File: config.mk
export PLATFORM = sky130hd
export DESIGN_NAME = oc_event_integrator
export DESIGN_NICKNAME = d
export VERILOG_FILES = /design/src/rtl/ocf_pkg.sv /design/src/rtl/ocf_lo_sampler.sv /design/src/rtl/ocf_updown_counter.sv /design/src/rtl/ocf_fault_latch.sv /design/src/rtl/ocf_gate_mask.sv /design/src/rtl/oc_event_integrator.sv
export SDC_FILE = /design/constraint.sdc
export NUM_CORES = 1
export LEC_CHECK = 0
export CAP_MARGIN = 40
export CORE_UTILIZATION = 51
export DETAILED_ROUTE_END_ITERATION = 6
export GPL_TIMING_DRIVEN = 0
export HOLD_SLACK_MARGIN = 0.1
export PLACE_DENSITY = 0.85
export RECOVER_POWER = 50
export SLEW_MARGIN = 5
export SYNTH_ARGS = -nofsm -noshare
export SYNTH_HDL_FRONTEND = slang
export SYNTH_SLANG_ARGS = --single-unit
export TNS_END_PERCENT = 30
File: constraint.sdc
create_clock -name clk_i -period 6 [get_ports clk_i]
set_clock_uncertainty 0.2 [all_clocks]
set_input_delay 0.9 -clock clk_i [delete_from_list [all_inputs] [get_ports clk_i]]
set_output_delay 0.9 -clock clk_i [all_outputs]
set_load 0.005 [all_outputs]
File: src/rtl/ocf_pkg.sv
package ocf_pkg;
  typedef enum logic [1:0] {
    CNT_HOLD  = 2'd0,
    CNT_UP    = 2'd1,
    CNT_DOWN  = 2'd2,
    CNT_CLEAR = 2'd3
  } cnt_op_e;

  localparam int unsigned GATE_HO  = 0;
  localparam int unsigned GATE_LO  = 1;
  localparam int unsigned GATE_PFC = 2;
  localparam int unsigned N_GATES  = 3;
endpackage

File: src/rtl/ocf_lo_sampler.sv
module ocf_lo_sampler (
  input  logic clk_i,
  input  logic rst_ni,
  input  logic clr_i,
  input  logic lo_i,
  input  logic cs_i,
  output logic evt_valid_o,
  output logic evt_hit_o
);
  logic lo_q;
  logic sticky_q;
  logic lo_fall;

  assign lo_fall = lo_q & ~lo_i;

  always_ff @(posedge clk_i or negedge rst_ni) begin
    if (!rst_ni) begin
      lo_q        <= 1'b0;
      sticky_q    <= 1'b0;
      evt_valid_o <= 1'b0;
      evt_hit_o   <= 1'b0;
    end else if (clr_i) begin
      lo_q        <= 1'b0;
      sticky_q    <= 1'b0;
      evt_valid_o <= 1'b0;
      evt_hit_o   <= 1'b0;
    end else begin
      lo_q        <= lo_i;
      evt_valid_o <= lo_fall;
      evt_hit_o   <= lo_fall & sticky_q;
      // flag collected only while LO is high; restart after each window
      if (lo_fall) sticky_q <= 1'b0;
      else         sticky_q <= sticky_q | (lo_i & cs_i);
    end
  end


  evt_single_chk: assert property (@(posedge clk_i) disable iff (!rst_ni)
    evt_valid_o |=> !evt_valid_o);


  hit_needs_valid_chk: assert property (@(posedge clk_i) disable iff (!rst_ni)
    evt_hit_o |-> evt_valid_o);
endmodule

File: src/rtl/ocf_updown_counter.sv
module ocf_updown_counter
  import ocf_pkg::*;
#(
  parameter int unsigned LIMIT = 65,
  parameter int unsigned CNT_W = $clog2(LIMIT + 1)
) (
  input  logic             clk_i,
  input  logic             rst_ni,
  input  logic             clr_i,
  input  logic             hold_i,
  input  logic             evt_valid_i,
  input  logic             evt_hit_i,
  output logic [CNT_W-1:0] cnt_o,
  output logic             reach_o
);
  localparam logic [CNT_W-1:0] TOP     = CNT_W'(LIMIT);
  localparam logic [CNT_W-1:0] PRE_TOP = CNT_W'(LIMIT - 1);

  cnt_op_e op;
  logic [CNT_W-1:0] cnt_q;

  always_comb begin
    op = CNT_HOLD;
    if (clr_i)                             op = CNT_CLEAR;
    else if (hold_i || !evt_valid_i)       op = CNT_HOLD;
    else if (evt_hit_i && cnt_q != TOP)    op = CNT_UP;
    else if (!evt_hit_i && cnt_q != '0)    op = CNT_DOWN;
  end

  assign reach_o = (op == CNT_UP) && (cnt_q == PRE_TOP);

  always_ff @(posedge clk_i or negedge rst_ni) begin
    if (!rst_ni) cnt_q <= '0;
    else begin
      unique case (op)
        CNT_CLEAR: cnt_q <= '0;
        CNT_UP:    cnt_q <= cnt_q + 1'b1;
        CNT_DOWN:  cnt_q <= cnt_q - 1'b1;
        default:   cnt_q <= cnt_q;
      endcase
    end
  end

  assign cnt_o = cnt_q;


  cnt_bound_chk: assert property (@(posedge clk_i) disable iff (!rst_ni)
    cnt_q <= TOP);


  cnt_idle_chk: assert property (@(posedge clk_i) disable iff (!rst_ni)
    (!evt_valid_i && !clr_i) |=> $stable(cnt_q));


  cnt_floor_chk: assert property (@(posedge clk_i) disable iff (!rst_ni)
    (evt_valid_i && !evt_hit_i && cnt_q == '0 && !clr_i) |=> cnt_q == '0);


  cnt_clear_chk: assert property (@(posedge clk_i) disable iff (!rst_ni)
    clr_i |=> cnt_q == '0);
endmodule

File: src/rtl/ocf_fault_latch.sv
module ocf_fault_latch (
  input  logic clk_i,
  input  logic rst_ni,
  input  logic clr_i,
  input  logic set_i,
  output logic fault_o
);
  always_ff @(posedge clk_i or negedge rst_ni) begin
    if (!rst_ni)    fault_o <= 1'b0;
    else if (clr_i) fault_o <= 1'b0;
    else if (set_i) fault_o <= 1'b1;
  end


  fault_sticky_chk: assert property (@(posedge clk_i) disable iff (!rst_ni)
    (fault_o && !clr_i) |=> fault_o);
endmodule

File: src/rtl/ocf_gate_mask.sv
module ocf_gate_mask
  import ocf_pkg::*;
(
  input  logic               kill_i,
  input  logic [N_GATES-1:0] req_i,
  output logic [N_GATES-1:0] drv_o
);
  for (genvar g = 0; g < N_GATES; g++) begin : g_chan
    assign drv_o[g] = req_i[g] & ~kill_i;
  end


  always_comb begin
    gate_kill_chk: assert (!(kill_i && (drv_o != '0)));
  end
endmodule

File: src/rtl/oc_event_integrator.sv
module oc_event_integrator
  import ocf_pkg::*;
#(
  parameter int unsigned EVENT_LIMIT = 65,
  parameter int unsigned CNT_W       = $clog2(EVENT_LIMIT + 1)
) (
  input  logic             clk_i,
  input  logic             rst_ni,
  input  logic             uvlo_i,
  input  logic             cs_over_i,
  input  logic             ho_req_i,
  input  logic             lo_req_i,
  input  logic             pfc_req_i,
  output logic             ho_o,
  output logic             lo_o,
  output logic             pfc_o,
  output logic             comp_clr_o,
  output logic             fault_o,
  output logic [CNT_W-1:0] count_o
);
  logic evt_valid, evt_hit, reach, fault_q;
  logic [N_GATES-1:0] req, drv;

  ocf_lo_sampler u_sampler (
    .clk_i       (clk_i),
    .rst_ni      (rst_ni),
    .clr_i       (uvlo_i),
    .lo_i        (lo_req_i),
    .cs_i        (cs_over_i),
    .evt_valid_o (evt_valid),
    .evt_hit_o   (evt_hit)
  );

  ocf_updown_counter #(.LIMIT(EVENT_LIMIT), .CNT_W(CNT_W)) u_counter (
    .clk_i       (clk_i),
    .rst_ni      (rst_ni),
    .clr_i       (uvlo_i),
    .hold_i      (fault_q),
    .evt_valid_i (evt_valid),
    .evt_hit_i   (evt_hit),
    .cnt_o       (count_o),
    .reach_o     (reach)
  );

  ocf_fault_latch u_latch (
    .clk_i   (clk_i),
    .rst_ni  (rst_ni),
    .clr_i   (uvlo_i),
    .set_i   (reach),
    .fault_o (fault_q)
  );

  assign req[GATE_HO]  = ho_req_i;
  assign req[GATE_LO]  = lo_req_i;
  assign req[GATE_PFC] = pfc_req_i;

  ocf_gate_mask u_mask (
    .kill_i (fault_q),
    .req_i  (req),
    .drv_o  (drv)
  );

  assign ho_o       = drv[GATE_HO];
  assign lo_o       = drv[GATE_LO];
  assign pfc_o      = drv[GATE_PFC];
  assign comp_clr_o = fault_q;
  assign fault_o    = fault_q;


  fault_at_limit_chk: assert property (@(posedge clk_i) disable iff (!rst_ni)
    $rose(fault_q) |-> count_o == CNT_W'(EVENT_LIMIT));


  sat_hold_chk: assert property (@(posedge clk_i) disable iff (!rst_ni)
    (fault_q && !uvlo_i) |=> count_o == CNT_W'(EVENT_LIMIT));
endmodule

## Word level (Yosys, flattened, before mapping)

Index checks and enable logic that the tools add are counted.

| word-level totals | value |
|---|---|
| register bits after elaboration | 12 |
| input port bits | 7 |
| output and inout port bits | 12 |
| word-level logic and storage cells | 43 |

| operators by class | value |
|---|---|
| add/sub/neg operators | 2 |
| equal/unequal tests | 5 |
| multiplexer cells | 12 |
| bitwise operators | 9 |
| reductions and logical operators | 9 |

Operators with widths:

| cell | number |
|---|---|
| $pmux 7 s3 | 1 |
| $mux 2 | 4 |
| $add 7x1->7 const B | 1 |
| $eq 7x7->1 const B | 1 |
| $mux 1 | 7 |
| $ne 7x7->1 const B | 1 |
| $reduce_bool 7->1 | 1 |
| $sub 7x1->7 const B | 1 |
| $and 1x1->1 | 6 |
| $eq 2x2->1 const B | 2 |
| $logic_and 1x1->1 | 3 |
| $reduce_bool 3->1 | 1 |
| $eq 2x1->1 const B | 1 |
| $logic_not 1->1 | 2 |
| $not 1->1 | 2 |
| $reduce_bool 2->1 | 1 |
| $logic_or 1x1->1 | 1 |
| $or 1x1->1 | 1 |

## Logic depth before layout (Yosys ltp)

Gate-level depths: netlist of the first run.

| depth | value |
|---|---|
| depth in word-level cells | 10 |
| depth in mapped cells | 12 |

## Modules after synthesis

Synthesis of the first run repeated with hierarchy kept, for this count alone.

| second synthesis, totals | value |
|---|---|
| cell total of the unflattened synthesis | 88 |
| area total of the unflattened synthesis | 873.3 um^2 |

Modules (own cells, without submodules):

| module | times used | cells each | area each (um^2) | sequential area each (um^2) |
|---|---|---|---|---|
| ocf_updown_counter | 1 | 72 | 664.4 | 175.2 |
| ocf_lo_sampler | 1 | 10 | 147.6 | 100.1 |
| ocf_fault_latch | 1 | 2 | 35.0 | 25.0 |
| ocf_gate_mask | 1 | 3 | 18.8 | 0.0 |
| oc_event_integrator | 1 | 1 | 7.5 | 0.0 |

## Least setup slack after synthesis of the first run

Ideal clock, no wire load.

| timing | value |
|---|---|
| path kind | reg-to-reg |
| start | register u_counter.cnt_q[1] (netlist: u_counter.cnt_o[1]) |
| end | register u_counter.cnt_q[6] (netlist: u_counter.cnt_o[6]) |
| setup time | 0.074 ns |
| arrival | 2.969 ns |
| data required time | 5.726 ns |
| setup slack | 2.757 ns |
| cell stages (with the launch flop) | 13 |
| buffers on the path | 0 |
| cells stage by stage | dfrtp_1 nor3_1 nand2_1 nor3_1 nor3b_1 or2_2 ha_1 fa_1 a21o_1 a2111oi_4 xor2_1 or4_1 o21ai_2 |

| between the ends | value |
|---|---|
| word-level cells in the longest chain between the ends | 8 |
| elaborated cells on any way between the ends | 15 |
| those cells by class | add/sub: 2; eq/ne: 4; mux: 5; reduce/logical: 4 |

RTL lines:

| element | line | RTL |
|---|---|---|
| from (decl) | ocf_updown_counter.sv:20 | `logic [CNT_W-1:0] cnt_q;` |
| from (signal assigned) | ocf_updown_counter.sv:37 | `CNT_UP: cnt_q <= cnt_q + 1'b1;` |
| from (signal assigned) | ocf_updown_counter.sv:38 | `CNT_DOWN: cnt_q <= cnt_q - 1'b1;` |
| from (signal assigned) | ocf_updown_counter.sv:39 | `default: cnt_q <= cnt_q;` |
| $reduce_bool 7->1 | ocf_updown_counter.sv:27 | `else if (!evt_hit_i && cnt_q != '0) op = CNT_DOWN;` |
| $logic_and 1x1->1 | ocf_updown_counter.sv:27 |  |
| $mux 2 | ocf_updown_counter.sv:27 |  |
| $mux 2 | ocf_updown_counter.sv:26 | `else if (evt_hit_i && cnt_q != TOP) op = CNT_UP;` |
| $mux 2 | ocf_updown_counter.sv:25 | `else if (hold_i \|\| !evt_valid_i) op = CNT_HOLD;` |
| $mux 2 | ocf_updown_counter.sv:24 | `if (clr_i) op = CNT_CLEAR;` |
| $eq 2x2->1 / $eq 2x1->1 (equally long branches) | ocf_updown_counter.sv:35 | `unique case (op)` |
| $pmux 7 s3 / $reduce_bool 3->1 (equally long branches) | n/a |  |

Parallel ways exist; a longest one is shown, timed or not.
A chain may end at the register's enable or synchronous reset.

## Worst setup path in the final report of the first run

| timing | value |
|---|---|
| start | input uvlo_i |
| end | register u_counter.cnt_q[6] (netlist: u_counter.cnt_o[6]) |

| between the ends | value |
|---|---|
| word-level cells in the longest chain between the ends | 3 |
| elaborated cells on any way between the ends | 6 |
| those cells by class | eq/ne: 3; mux: 2; reduce/logical: 1 |

RTL lines:

| element | line | RTL |
|---|---|---|
| from (decl) | oc_event_integrator.sv:9 | `input logic uvlo_i,` |
| $mux 2 * | ocf_updown_counter.sv:24 |  |
| $eq 2x2->1 / $eq 2x1->1 (equally long branches) | ocf_updown_counter.sv:35 |  |
| $pmux 7 s3 / $reduce_bool 3->1 (equally long branches) | n/a |  |

Every way passes the cells marked *; elsewhere a longest branch is shown, timed or not.

==> results of run 1 <==
[per-stage QoR]
step | cell area [um2] | std cells | worst slack [ns] | hold slack [ns]
5_1_grt | 1030 | 117 | 2.00 | 0.367
4_1_cts | 1030 | 117 | 2.29 | 0.322
6_report | 1030 | 117 | 2.19 | 0.331
3_3_place_gp | 996 | 113 | 2.07 | 0.286
2_1_floorplan | 797 | 80 | 2.76 | 0.272
3_5_place_dp | 996 | 113 | 2.02 | 0.304
[power breakdown]
part | internal [uW] | leakage, uW | total, uW | switching (uW)
registers | 98.2 | 0.000159 | 124 | 25.8
clock network | 36.9 | 0.0000210 | 64.2 | 27.3
logic | 80.2 | 0.000304 | 151 | 71.1
[worst min path at each step]
stage                       start                  end  slack, ns  cells after the start
3_5_place_dp   u_sampler.sticky_q  u_sampler.evt_hit_o       0.30                      1
5_1_grt        u_sampler.sticky_q  u_sampler.evt_hit_o       0.37                      1
2_1_floorplan  u_sampler.sticky_q  u_sampler.evt_hit_o       0.27                      1
4_1_cts        u_sampler.sticky_q  u_sampler.evt_hit_o       0.32                      1
6_report       u_sampler.sticky_q  u_sampler.evt_hit_o       0.33                      1
3_3_place_gp   u_sampler.sticky_q  u_sampler.evt_hit_o       0.29                      1
[per-layer routing]
metal	global-route usage (%)	vias up	wire length [um]
li1	-	329	-
met1	31.9	321	831
met2	39.7	10	855
met3	5.22	4	51
met4	7.74	0	19
met5	0	-	0
[kinds of logic after synthesis]
logic type                 after synthesis  share of synthesized area [%]
AOI/OAI and AO/OA                       20                           19.0
xor gates and xnor gates                 5                           5.50
adders and majority gates                9                           15.1
buffers and inverters                    5                           2.83
DFF                                     12                           37.7
and+or+nand+nor                         29                           19.9
[layout by cell type (no fill, tap or decap), types with 4 or more instances in the layout]
master           instances
clkdlybuf4s50_1         14
nor2b_1                  5
dfrtp_1                 12
a21oi_1                  4
nor2_1                   4
nand2_1                  7
o31ai_1                  4
dlygate4sd3_1            4
ha_1                     8
[sequential cells by signal, summed over array words and instances (netlist names)]
register,flops
u_counter.cnt_o,7
u_latch.fault_o,1
u_sampler.evt_hit_o,1
u_sampler.evt_valid_o,1
u_sampler.lo_q,1
u_sampler.sticky_q,1
[area by class of cell]
type	count	area, um2
Multi-Input combinational cell	63	474
Fill cell	100	350
Inverter	3	11.3
Buffer	2	11.3
Timing Repair Buffer	18	180
Clock buffer	4	36.3
Tap cell	15	18.8
Sequential cell	12	300
[worst max-delay path, delay by kind of cell]
family / cells / cell delay, ns
xor+xnor: 1 / 0.14
fa+ha+maj: 2 / 0.75
simple gates: 2 / 0.79
compound gates: 3 / 0.61
buf+inv: 1 / 0.63
==> results by group, run 1 <==
Clock tree
  – TritonCTS clock tree: yes
  – CTS resizes: 0
  – H-tree depth: 1
  – CTS Hold Buffers Added: 0
  – # clock sinks: 12
  – Clk Latency, worst-skew pair: around 0.27 ns
  – Clk root buf: clkbuf_4
  – Post-CTS Setup Bufs: 0
  – CTS buffer count: 3
  – Reg clk slew, reported paths: 0.08 ns
  – Clk buf depth: 2

Yosys
  – Synth Area per Inst: 9.96 um2
  – Largest area contributor in the netlist: dfrtp_1
  – Top cells by area, synth: dfrtp_1, ha_1, nor2b_1
  – Syn_nets: 96
  – Syn. warnings: 0
  – Ys flop type: dfrtp_1
  – Cells after Synth: 80
  – Synthesized cell area: roughly 800 um2
  – Register area share after synthesis: 37.7%
  – Cell variety after synth: 29
  – Post-synth ARST share: 100%
  – Most common cell in the netlist: dfrtp_1
  – Post-synthesis register bit count: 12
  – Most frequent cells after synthesis: dfrtp_1, ha_1, nand2_1
  – Post-synth EDFFs: 0
  – Yosys top cell area share: 37.7%

Finish
  – Share of cells above drive strength 1: 8.82%
  – Diodes inserted: 0
  – Fin nets: 119
  – Util after Layout: 74.7%
  – Synth-to-Final Area Change: 29.5%

Drt
  – Initial DRT Pass Iterations: 2
  – Initial DRC Count: 8
  – WL/cell: approximately 15 um
  – # DRC: 0
  – Vias per inst: 5.68
  – Remaining antenna violation count: 0
  – DR vias: 664
  – Routed WL: about 1800 um

Worst setup path
  – CP endpoint kind: flop
  – Crit path kind: in -> reg
  – CP endpoint: u_counter.cnt_o[6]
  – Worst Path Arrival: 3.83 ns
  – Critical Path Start: uvlo_i
  – CP max-delay cell: dlygate4sd3_1
  – R2R Path End: u_counter.cnt_o[6]
  – Largest driver fanout on the critical path: 7
  – Crit-path cells: dlygate4sd3_1 -> or2_2 -> ha_1 -> fa_1 -> a21o_1 -> a2111oi_4 -> xor2_1 -> or4_1 -> o21ai_2
  – FF-to-FF path depth: 12
  – Worst path required time: 6.01 ns
  – Max incr delay on CP: 0.63 ns
  – Worst reg2reg startpoint: u_counter.cnt_o[1]
  – Startpoint types: input port
  – Flop2flop setup slack: 2.40 ns

Run
  – Max-cap violations: 0

Timing
  – Relative slew slack: 64.7%
  – Fmax: approximately 260 MHz
  – RSZ-0062 raised after global routing: false
  – Tmin final: 3.81 ns
  – Final hold vios: 0
  – Final setup fails: 0
  – Slew Viols, Final: 0
  – Worst-Margin Slew: approximately 0.53 ns
  – Period utilization: 63.6%
  – Setup TNS: 0 ns

Run status
  – Status: complete, no violations

Place
  – Port buffer count: 18
  – RePlAce Congestion: 0.828
  – HPWL Detailed: 1340 um

Power
  – Leak Pwr: 0.000484 uW
  – Pwr Total: 340 uW
  – PwrDens: 329 nW/um2
  – VDD IR max: a little under 200 uV

Floorplanning
  – Row count: 13
  – Die W: 41.5 um
  – Die Y: 41.5 um
  – Die Footprint: about 1700 um2
  – Io pins: 19
  – Starting Density: around 58%
  – CORE AREA: 1380 um2

GRT
  – First-pass GRT wire length: 3150 um
  – Initial antenna violation count: 0
  – Vias in the first global route: ~690
  – Overflow after GRT: 0
  – Total GRT Usage: between 20% and 30%
  – Largest net degree at the start of global routing: 13

Hold path
  – Hold Crit Class: reg -> reg
Power figures use the tool's default switching activity.
==> run 2, diff against run 1 <==
--- a/config.mk
+++ b/config.mk
@@ -6,11 +6,11 @@
 export NUM_CORES = 1
 export LEC_CHECK = 0
 export CAP_MARGIN = 40
-export CORE_UTILIZATION = 51
+export CORE_UTILIZATION = 48
 export DETAILED_ROUTE_END_ITERATION = 6
 export GPL_TIMING_DRIVEN = 0
 export HOLD_SLACK_MARGIN = 0.1
-export PLACE_DENSITY = 0.85
+export PLACE_DENSITY = 0.81
 export RECOVER_POWER = 50
 export SLEW_MARGIN = 5
 export SYNTH_ARGS = -nofsm -noshare
==> constraint.sdc (replaced) <==
create_clock -name clk_i -period 3.7 [get_ports clk_i]
set_clock_uncertainty 0.2 [all_clocks]
set_input_delay 0.555 -clock clk_i [delete_from_list [all_inputs] [get_ports clk_i]]
set_output_delay 0.555 -clock clk_i [all_outputs]
set_load 0.005 [all_outputs]
==> results by group, run 2 (same netlist as run 1, synthesis figures left out) <==
Run status
  – Status: complete, no violations

Finish
  – Commonest non-fill, non-tap cells in the layout: clkdlybuf4s50_1, dfrtp_1, ha_1, nand2_1, nor2b_1
  – Post-layout instance area: roughly 1000 um2
  – Final Non-Filler Cells: 118
  – Number of fillers in the final layout: roughly 120
  – Share of cells above drive strength 1: under 10%
  – Leading cell type in the layout, fill and taps excluded: clkdlybuf4s50_1
  – Diodes inserted: 0
  – Footprint of the multi-input gates: 479 um2
  – Fin nets: 119
  – Synth-to-Final Area Change: 30.3%
  – FF/Latch Area: 300 um2
  – Max FFs per register: 7

Clock tree
  – CTS buffer count: 3
  – Clk root buf: clkbuf_4
  – Post-CTS Setup Bufs: 0
  – Clk buf depth: 2
  – TritonCTS clock tree: yes
  – Clk Latency, worst-skew pair: roughly 0.28 ns
  – H-tree depth: 1
  – Reg clk slew, reported paths: 0.07 ns
  – # clock sinks: 12

Hold path
  – Hold Crit Class: reg -> reg

Timing
  – Worst-Margin Slew: 0.540 ns
  – Slew Viols, Final: 0
  – Crit path setup slack, layout: 0.234 ns
  – Period utilization: between 90% and 100%
  – Fmax: 289 MHz
  – Setup TNS: 0 ns
  – RSZ-0062 raised after global routing: false
  – Tmin final: approximately 3.5 ns
  – Final hold vios: 0
  – Final setup fails: 0
  – Relative slew slack: 63.9%

Worst setup path
  – Worst Path Arrival: 3.48 ns
  – CP endpoint kind: flop
  – Crit path kind: reg -> reg
  – Largest driver fanout on the critical path: 7
  – Worst path required time: 3.71 ns
  – Startpoint types: flop

Run
  – Max-cap violations: 0

Floorplanning
  – Row count: 14
  – Die Y: 42.8 um
  – Die W: 42.8 um
  – CORE AREA: around 1500 um2
  – Die Footprint: 1830 um2
  – Starting Density: 52.3%
  – Io pins: 19

Power
  – Leak Pwr: 0.000485 uW
  – VDD IR max: 326 uV
  – Pwr Total: 552 uW
  – PwrDens: approximately 530 nW/um2

Place
  – Pre-CTS WS: 0.0994 ns
  – Port buffer count: 18
  – Post-DP Area: between 900 and 1000 um2
  – Placed cell count: 114
  – HPWL Detailed: 1220 um
  – RePlAce Congestion: 0.757

Drt
  – DR vias: 682
  – Initial DRC Count: 17
  – # DRC: 0
  – Routed WL: ~1600 um
  – WL/cell: 13.4 um
  – Initial DRT Pass Iterations: 4
  – Vias per inst: 5.78
  – Remaining antenna violation count: 0

GRT
  – Vias in the first global route: 650
  – Overflow after GRT: 0
  – Initial antenna violation count: 0
  – Total GRT Usage: 20.4%
  – First-pass GRT wire length: ~2800 um
  – Largest net degree at the start of global routing: 13
## run 2: cell count changes in the layout (fill, tap and decap cells not counted)
cell / before / now
nor3_1: 3 / 2
nor3_2: 0 / 1
## run 2: worst max-delay path, cell delays in order, from the launching register on
cell and delay, ns:
dfrtp_1 0.46, nor3_2 0.23, nand2_1 0.10, nor3_1 0.14, nor3b_1 0.08, or2_2 0.28
ha_1 0.31, fa_1 0.45, a21o_1 0.22, a2111oi_4 0.31, xor2_1 0.14, or4_1 0.43
o21ai_2 0.06
## run 2: final timing paths
path                       cells after the start  slack (ns)               start             endpoint
max                                           12        0.23  u_counter.cnt_o[1]   u_counter.cnt_o[6]
min                                            1        0.34  u_sampler.sticky_q  u_sampler.evt_hit_o
max reg2reg                                   12        0.23  u_counter.cnt_o[1]   u_counter.cnt_o[6]
min reg2reg                                    1        0.34  u_sampler.sticky_q  u_sampler.evt_hit_o
max in group asynchronous                      1        2.45              rst_ni      u_latch.fault_o
min in group asynchronous                      1        0.49              rst_ni   u_counter.cnt_o[3]
## run 2: power breakdown
group | leakage, uW | total (uW) | internal [uW] | switching, uW
logic | 0.000305 | 247 | 132 | 115
registers | 0.000159 | 200 | 159 | 41.0
clock network | 0.0000210 | 104 | 59.9 | 44.3
## run 2: what timing repair did
| action | in CTS | in global routing |
|---|---|---|
| hold buffers | 0 | 0 |
| endpoints found under the setup margin | 0 | 1 |
| gates resized for setup | 0 | 1 |
| hold endpoints to repair | 0 | 0 |
## run 2: metal layers
metal	GRT usage, %	share of wire, %	up-vias
li1	-	-	329
met1	25.7	48	338
met2	32.4	47	13
met3	7.66	4.4	2
met4	5.63	0.63	0
met5	0	0	-
## run 2: final cells by class
class	count	area share, %
multi-input combinational	63	46.1
inverter	3	1.08
timing repair buffer	18	17.3
clock buffer	4	3.49
sequential	12	28.9
tap	16	1.93
buffer	2	1.08
## run 2: through the flow
stage	utilization [%]	hold WS [ns]
global placement	65.4	0.291
global route	68.1	0.356
detailed placement	65.4	0.302
floorplan	-	0.0594
CTS	67.8	0.327
finish	68.1	0.341
